===== config.mk =====
export PLATFORM = sky130hd
export DESIGN_NAME = seg_xlate_unit
export DESIGN_NICKNAME = d
export VERILOG_FILES = /design/src/rtl/seg_xlate_pkg.sv /design/src/rtl/seg_desc_table.sv /design/src/rtl/seg_desc_decode.sv /design/src/rtl/seg_xlate_unit.sv
export SDC_FILE = /design/constraint.sdc
export NUM_CORES = 2
export LEC_CHECK = 0
export BUFFER_PORTS_ARGS = -buffer_cell sky130_fd_sc_hd__buf_4
export CORE_AREA = 2 2 351 353
export DETAILED_ROUTE_END_ITERATION = 12
export DIE_AREA = 0 0 353 355
export GPL_ROUTABILITY_DRIVEN = 0
export PLACE_DENSITY = 0.85
export SLEW_MARGIN = 0
export SYNTH_ARGS = -nofsm -noshare
export SYNTH_HDL_FRONTEND = slang
export SYNTH_SLANG_ARGS = --single-unit
export TNS_END_PERCENT = 10

===== constraint.sdc =====
create_clock -name clk -period 15.5 [get_ports clk]
set_input_delay 0.775 -clock clk [delete_from_list [all_inputs] [get_ports clk]]
set_output_delay 0.775 -clock clk [all_outputs]
set_load 0.005 [all_outputs]

===== src/rtl/seg_xlate_pkg.sv =====
// Package: shared types for the segmented address translation unit.
// Assumes 64-bit descriptors with split base and limit fields.
package seg_xlate_pkg;

    typedef enum logic [1:0] {
        CAUSE_NONE    = 2'd0,
        CAUSE_LIMIT   = 2'd1,
        CAUSE_ABSENT  = 2'd2,
        CAUSE_BADSEL  = 2'd3
    } cause_e;

    typedef struct packed {
        logic [31:0] base;
        logic [31:0] lim_eff;
        logic        present;
    } desc_view_t;

endpackage


===== src/rtl/seg_desc_table.sv =====
// Module: one descriptor table of ENTRIES 64-bit words.
// Write is synchronous; read is combinational, so a write is seen by a
// request in the following cycle. Reset clears every word to zero.
module seg_desc_table #(
    parameter int ENTRIES = 16,
    parameter int DESC_W  = 64,
    localparam int IDX_W  = $clog2(ENTRIES)
) (
    input  logic              clk,
    input  logic              rst_n,
    input  logic              wr_en,
    input  logic [IDX_W-1:0]  wr_idx,
    input  logic [DESC_W-1:0] wr_data,
    input  logic [IDX_W-1:0]  rd_idx,
    output logic [DESC_W-1:0] rd_data
);

    logic [DESC_W-1:0] mem_q [ENTRIES];

    // Storage update: clear on reset, otherwise write one entry.
    always_ff @(posedge clk) begin
        if (!rst_n) begin
            for (int i = 0; i < ENTRIES; i++) begin
                mem_q[i] <= '0;
            end
        end else if (wr_en) begin
            mem_q[wr_idx] <= wr_data;
        end
    end

    // Read port: combinational lookup of the addressed entry.
    always_comb begin
        rd_data = mem_q[rd_idx];
    end

endmodule


===== src/rtl/seg_desc_decode.sv =====
// Module: unpacks a 64-bit descriptor into base, scaled limit and presence.
// Assumes granularity flag at bit 55 and present flag at bit 47.
module seg_desc_decode
    import seg_xlate_pkg::*;
#(
    parameter int GRAN_SHIFT = 12
) (
    input  logic [63:0] desc,
    output desc_view_t  view
);

    logic [19:0] lim_raw;
    logic        gran;

    // Field unpacking and limit scaling.
    always_comb begin
        lim_raw      = {desc[51:48], desc[15:0]};
        gran         = desc[55];
        view.base    = {desc[63:56], desc[39:16]};
        view.present = desc[47];
        if (gran) begin
            view.lim_eff = {lim_raw, {GRAN_SHIFT{1'b1}}};
        end else begin
            view.lim_eff = {{GRAN_SHIFT{1'b0}}, lim_raw};
        end
    end

endmodule


===== src/rtl/seg_xlate_unit.sv =====
// Module: top of the segmented address translation unit.
// Accepts one request per cycle and answers one cycle later. Flat mode
// forms a 20-bit address; table mode looks up one of two descriptor tables,
// then checks selector range, presence and limit, in that priority.
module seg_xlate_unit
    import seg_xlate_pkg::*;
#(
    parameter int ENTRIES = 16,
    localparam int IDX_W  = $clog2(ENTRIES),
    localparam int SEL_IDX_W = 13
) (
    input  logic              clk,
    input  logic              rst_n,
    input  logic              req_valid,
    output logic              req_ready,
    input  logic              req_prot,
    input  logic [15:0]       req_sel,
    input  logic [31:0]       req_ofs,
    output logic              rsp_valid,
    output logic [31:0]       rsp_lin,
    output logic              rsp_fault,
    output logic [1:0]        rsp_cause,
    input  logic              tw_en,
    input  logic              tw_local,
    input  logic [IDX_W-1:0]  tw_idx,
    input  logic [63:0]       tw_data
);

    localparam logic [SEL_IDX_W-1:0] ENT_LIM = SEL_IDX_W'(ENTRIES);

    logic [SEL_IDX_W-1:0] sel_idx;
    logic                 sel_tbl;
    logic [63:0]          rd_desc [2];
    logic [63:0]          pick_desc;
    desc_view_t           view;
    logic [19:0]          flat_sum;
    logic [31:0]          lin_d;
    cause_e               cause_d;
    logic                 accept;
    logic                 ready_q;

    assign sel_idx = req_sel[15:3];
    assign sel_tbl = req_sel[2];
    assign accept  = req_valid && ready_q;
    assign req_ready = ready_q;

    // One table instance per indicator value.
    for (genvar t = 0; t < 2; t++) begin : g_tbl
        seg_desc_table #(
            .ENTRIES (ENTRIES),
            .DESC_W  (64)
        ) u_tbl (
            .clk     (clk),
            .rst_n   (rst_n),
            .wr_en   (tw_en && (tw_local == 1'(t))),
            .wr_idx  (tw_idx),
            .wr_data (tw_data),
            .rd_idx  (sel_idx[IDX_W-1:0]),
            .rd_data (rd_desc[t])
        );
    end

    // Table selection by the indicator bit.
    always_comb begin
        pick_desc = sel_tbl ? rd_desc[1] : rd_desc[0];
    end

    seg_desc_decode #(
        .GRAN_SHIFT (12)
    ) u_dec (
        .desc (pick_desc),
        .view (view)
    );

    // Translation and fault priority for the presented request.
    always_comb begin
        flat_sum = {req_sel, 4'h0} + {4'h0, req_ofs[15:0]};
        lin_d    = '0;
        cause_d  = CAUSE_NONE;
        if (!req_prot) begin
            lin_d = {12'h000, flat_sum};
        end else if ((sel_idx >= ENT_LIM) || (!sel_tbl && sel_idx == '0)) begin
            cause_d = CAUSE_BADSEL;
        end else if (!view.present) begin
            cause_d = CAUSE_ABSENT;
        end else if (req_ofs > view.lim_eff) begin
            cause_d = CAUSE_LIMIT;
        end else begin
            lin_d = view.base + req_ofs;
        end
    end

    // Handshake readiness: low in reset, high afterwards.
    always_ff @(posedge clk) begin
        if (!rst_n) begin
            ready_q <= 1'b0;
        end else begin
            ready_q <= 1'b1;
        end
    end

    // Response register: capture the result of an accepted request.
    always_ff @(posedge clk) begin
        if (!rst_n) begin
            rsp_valid <= 1'b0;
            rsp_lin   <= '0;
            rsp_fault <= 1'b0;
            rsp_cause <= CAUSE_NONE;
        end else begin
            rsp_valid <= accept;
            if (accept) begin
                rsp_lin   <= lin_d;
                rsp_fault <= (cause_d != CAUSE_NONE);
                rsp_cause <= cause_d;
            end
        end
    end

endmodule


==> out/metrics.yaml <==
layout:
  final_util: 0.742
  fin_cells: 6917
  drive_above_1_share: 0.214
  area_delta_synth_final_pct: 9.52
  multi_input_area_sq_um: 28200
  fin_nets: 5338
  num-fill-cells: 6600
  seqCellArea_sq_um: 52600
grt:
  grt_usage: 0.392
  grt_pass1_wl_mm: 345
  grt_pass1_vias: 50018
  grt_overflow: 0
  antenna_found_initial: 31
  grt_max_degree: 98
logic_synthesis:
  netlist-cell-type-count: 61
  synth_cells: 5200
  avgSynthCellArea_sq_um: 15.8
  ys_ff_latch: 1765
  synth_fp_nets: 5399
  yosysMostFrequentCell: "and2_1"
  synth_edf_count: 1728
  synth_area_leaders: "edfxtp_1 (63%), mux4_2 (15%), and2_1 (13%)"
  synth_top_area_share: 0.631
  yosys.area.top_type: "edfxtp_1"
  synthTopCellsByCount: "and2_1 (1732), edfxtp_1 (1728), mux4_2 (534)"
  ys_warn_count: 0
  synth.cell_area_sq_um: 82200
  synth-seq-area-share: 0.640
  synthArstFlopShare: 0
  ys.flop_type: "edfxtp_1"
timing:
  rsz0062_at_grt: "no"
  drv_slew: 0
  fin_tns_setup_ns: 0
  fmaxAchievable_mhz: 146
  hold_viol_final: 0
  final.setup_skew_ns: 0.0277
  final.period_utilization: 0.441
  layout_setup_ws_ns: 8.67
  period_needed_ns: 6.83
  relSlewSlack: 0.0637
  tightest_slew_ns: 1.40
  setup_viol: 0
worst_setup_path:
  cp_common_cell: "buf_4"
  crit_buf_inv: 5
  worstSetupEndpointType: "flip-flop"
  rrSetupSlack_ns: 10.66
  cp_slowest_stage_delay_ns: 0.78
  crit_path_cell_trace: "buf_8 > buf_12 > buf_4 > buf_4 > mux4_2 > mux4_2 > mux2_2 > mux2i_1 > ha_1 > and3_1 > nand4_1 > nor4_1 > nand3_1 > a211oi_2 > buf_4 > nand2_1 > o31ai_1"
  cp.required_ns: 16.21
  critPathSlowestCell: "buf_4"
  path_delay_family: "buffers and inverters"
  cp-start-kind: "input port"
  critPathKind: "in2reg"
  worstPathArrival_ns: 7.54
  crit_fanout: 82
detailed_routing:
  via_count: 49170
  wirelength_mm: 242
  drt-initial-drc-count: 9981
  first_pass_iters: 6
  drc_errors: 0
  wl_per_cell_um: 35.0
  ant_nets: 0
  via_per_inst: 7.11
clocking:
  post-cts-setup-buffer-count: 0
  cts_made_buffers: 171
  clock_path_buffers: 3
  clock-sinks: 1765
  insertion_delay_ns: 0.82
  cts_tree: "yes"
  ctsHoldBuffers: 0
  cts.reportedPaths.clkPinSlew_ns: 0.06
  cts_resized: 0
  h-tree-depth: 4
  cts_root_buf: "clkbuf_16"
floorplan:
  row_count: 128
  die_w_um: 353
  die_y_um: 355
  floorplan.initialDensity: 0.677
  dieArea_sq_um: 125000
  ios: 159
  core_sq_um: 121000
pwr:
  p_int_w: 0.00808
  clkPwrFrac: 0.373
  combPwrFrac: 0.103
  p_per_area_nw_per_um2: 118
  p_switching_w: 0.00254
  sw_frac_of_total: 0.239
  ir_worst_vdd_mv: 0.122
  pwr-share-seq: 0.524
  p_leak_nw: 31.3
place:
  pre_cts_slack_ns: 7.74
  dp.final_hpwl_mm: 122
  place_inst: 6591
  port_buffers: 148
run_status:
  status: "finished clean"
run:
  max_cap_violations: 0
hold_path:
  hold_class: "in2reg"
==> placed cells by master (no fill, tap or decap), drive strengths merged, types with 6 or more instances in the layout <==
cell / Yosys / layout
a211oi: 11 / 11
a21o: 24 / 24
a21oi: 63 / 63
a221oi: 7 / 7
a22oi: 8 / 8
and2: 1732 / 1732
and3: 11 / 11
buf: 66 / 245
bufinv: 0 / 6
clkbuf: 413 / 219
clkinv: 1 / 78
dfxtp: 37 / 37
diode: 0 / 16
edfxtp: 1728 / 1728
ha: 75 / 75
inv: 18 / 26
mux2: 52 / 52
mux2i: 22 / 22
mux4: 534 / 534
nand2: 60 / 60
nand2b: 21 / 21
nand3: 17 / 17
nor2: 76 / 76
nor2b: 7 / 7
nor3: 16 / 16
nor4: 7 / 7
o21a: 10 / 10
o21ai: 79 / 79
o31ai: 12 / 12
xnor2: 20 / 20
xor2: 13 / 13
==> layout make-up <==
cell class,instances,area share
sequential,1765,0.584
clock buffer,219,0.0500
timing repair buffer,245,0.0211
tap,1625,0.0226
inverter,19,0.000792
antenna,16,0.000445
multi-input combinational,2937,0.313
clock inverter,91,0.00777
==> path summary, 6_finish.rpt <==
| check | start | to | cells after the start |
|---|---|---|---|
| setup / recovery | req_sel[3] | rsp_lin[28] | 17 |
| hold / removal | req_prot | rsp_cause[1] | 3 |
| setup reg to reg | g_tbl[1].u_tbl.mem_q[13][55] | rsp_lin[28] | 13 |
| hold reg to reg | rsp_lin[23] | rsp_lin[23] | 2 |
==> cell families after synthesis <==
| kind of cell | after synthesis | synth area share |
|---|---|---|
| adder cells (fa/ha/maj) | 77 | 0.0119 |
| AND/OR/NAND/NOR | 1963 | 0.145 |
| XOR/XNOR | 33 | 0.00352 |
| buffers and inverters | 498 | 0.0239 |
| AO/OA/AOI/OAI | 256 | 0.0196 |
| flip-flops | 1765 | 0.640 |
| multiplexers | 608 | 0.156 |
==> through the flow <==
step	hold WS (ns)	power, W	cell area [sq um]
final	0.276	0.0106	90100
after global routing	0.284	0.0108	90000
after CTS	0.236	0.0106	90000
after detailed placement	0.447	0.00671	84800
after global placement	0.441	0.00666	84800
after floorplan	0.442	0.00633	82200
==> power groups by stage <==
stage / Clock (W) / Combinational [W] / Sequential, W
final: 0.00396 / 0.00109 / 0.00557
after global routing: 0.00412 / 0.00113 / 0.00558
after CTS: 0.00394 / 0.00106 / 0.00557
after detailed placement: 0 / 0.00105 / 0.00566
after global placement: 0 / 0.00103 / 0.00563
after floorplan: 0 / 0.000687 / 0.00565
==> flip-flops by register name, indices dropped and copies added (netlist names) <==
signal	cells
g_tbl.u_tbl.mem_q	1728
rsp_lin	32
rsp_cause	2
req_ready	1
rsp_fault	1
rsp_valid	1
==> routing by layer <==
layer / routed length, um / part of all wire / vias up / GRT usage
met2: 110000 / 0.45 / 4787 / 0.588
met4: 12900 / 0.053 / 12 / 0.188
met3: 43600 / 0.18 / 931 / 0.145
met1: 75900 / 0.31 / 24242 / 0.515
met5: 85 / 0.00035 / - / 0
li1: - / - / 19198 / -
==> worst min-delay path, stage by stage <==
cell and delay [ns]:
buf_4 0.13, nand3_1 0.07, a21oi_1 0.06
Note: power is estimated with default switching activity, not from simulation.
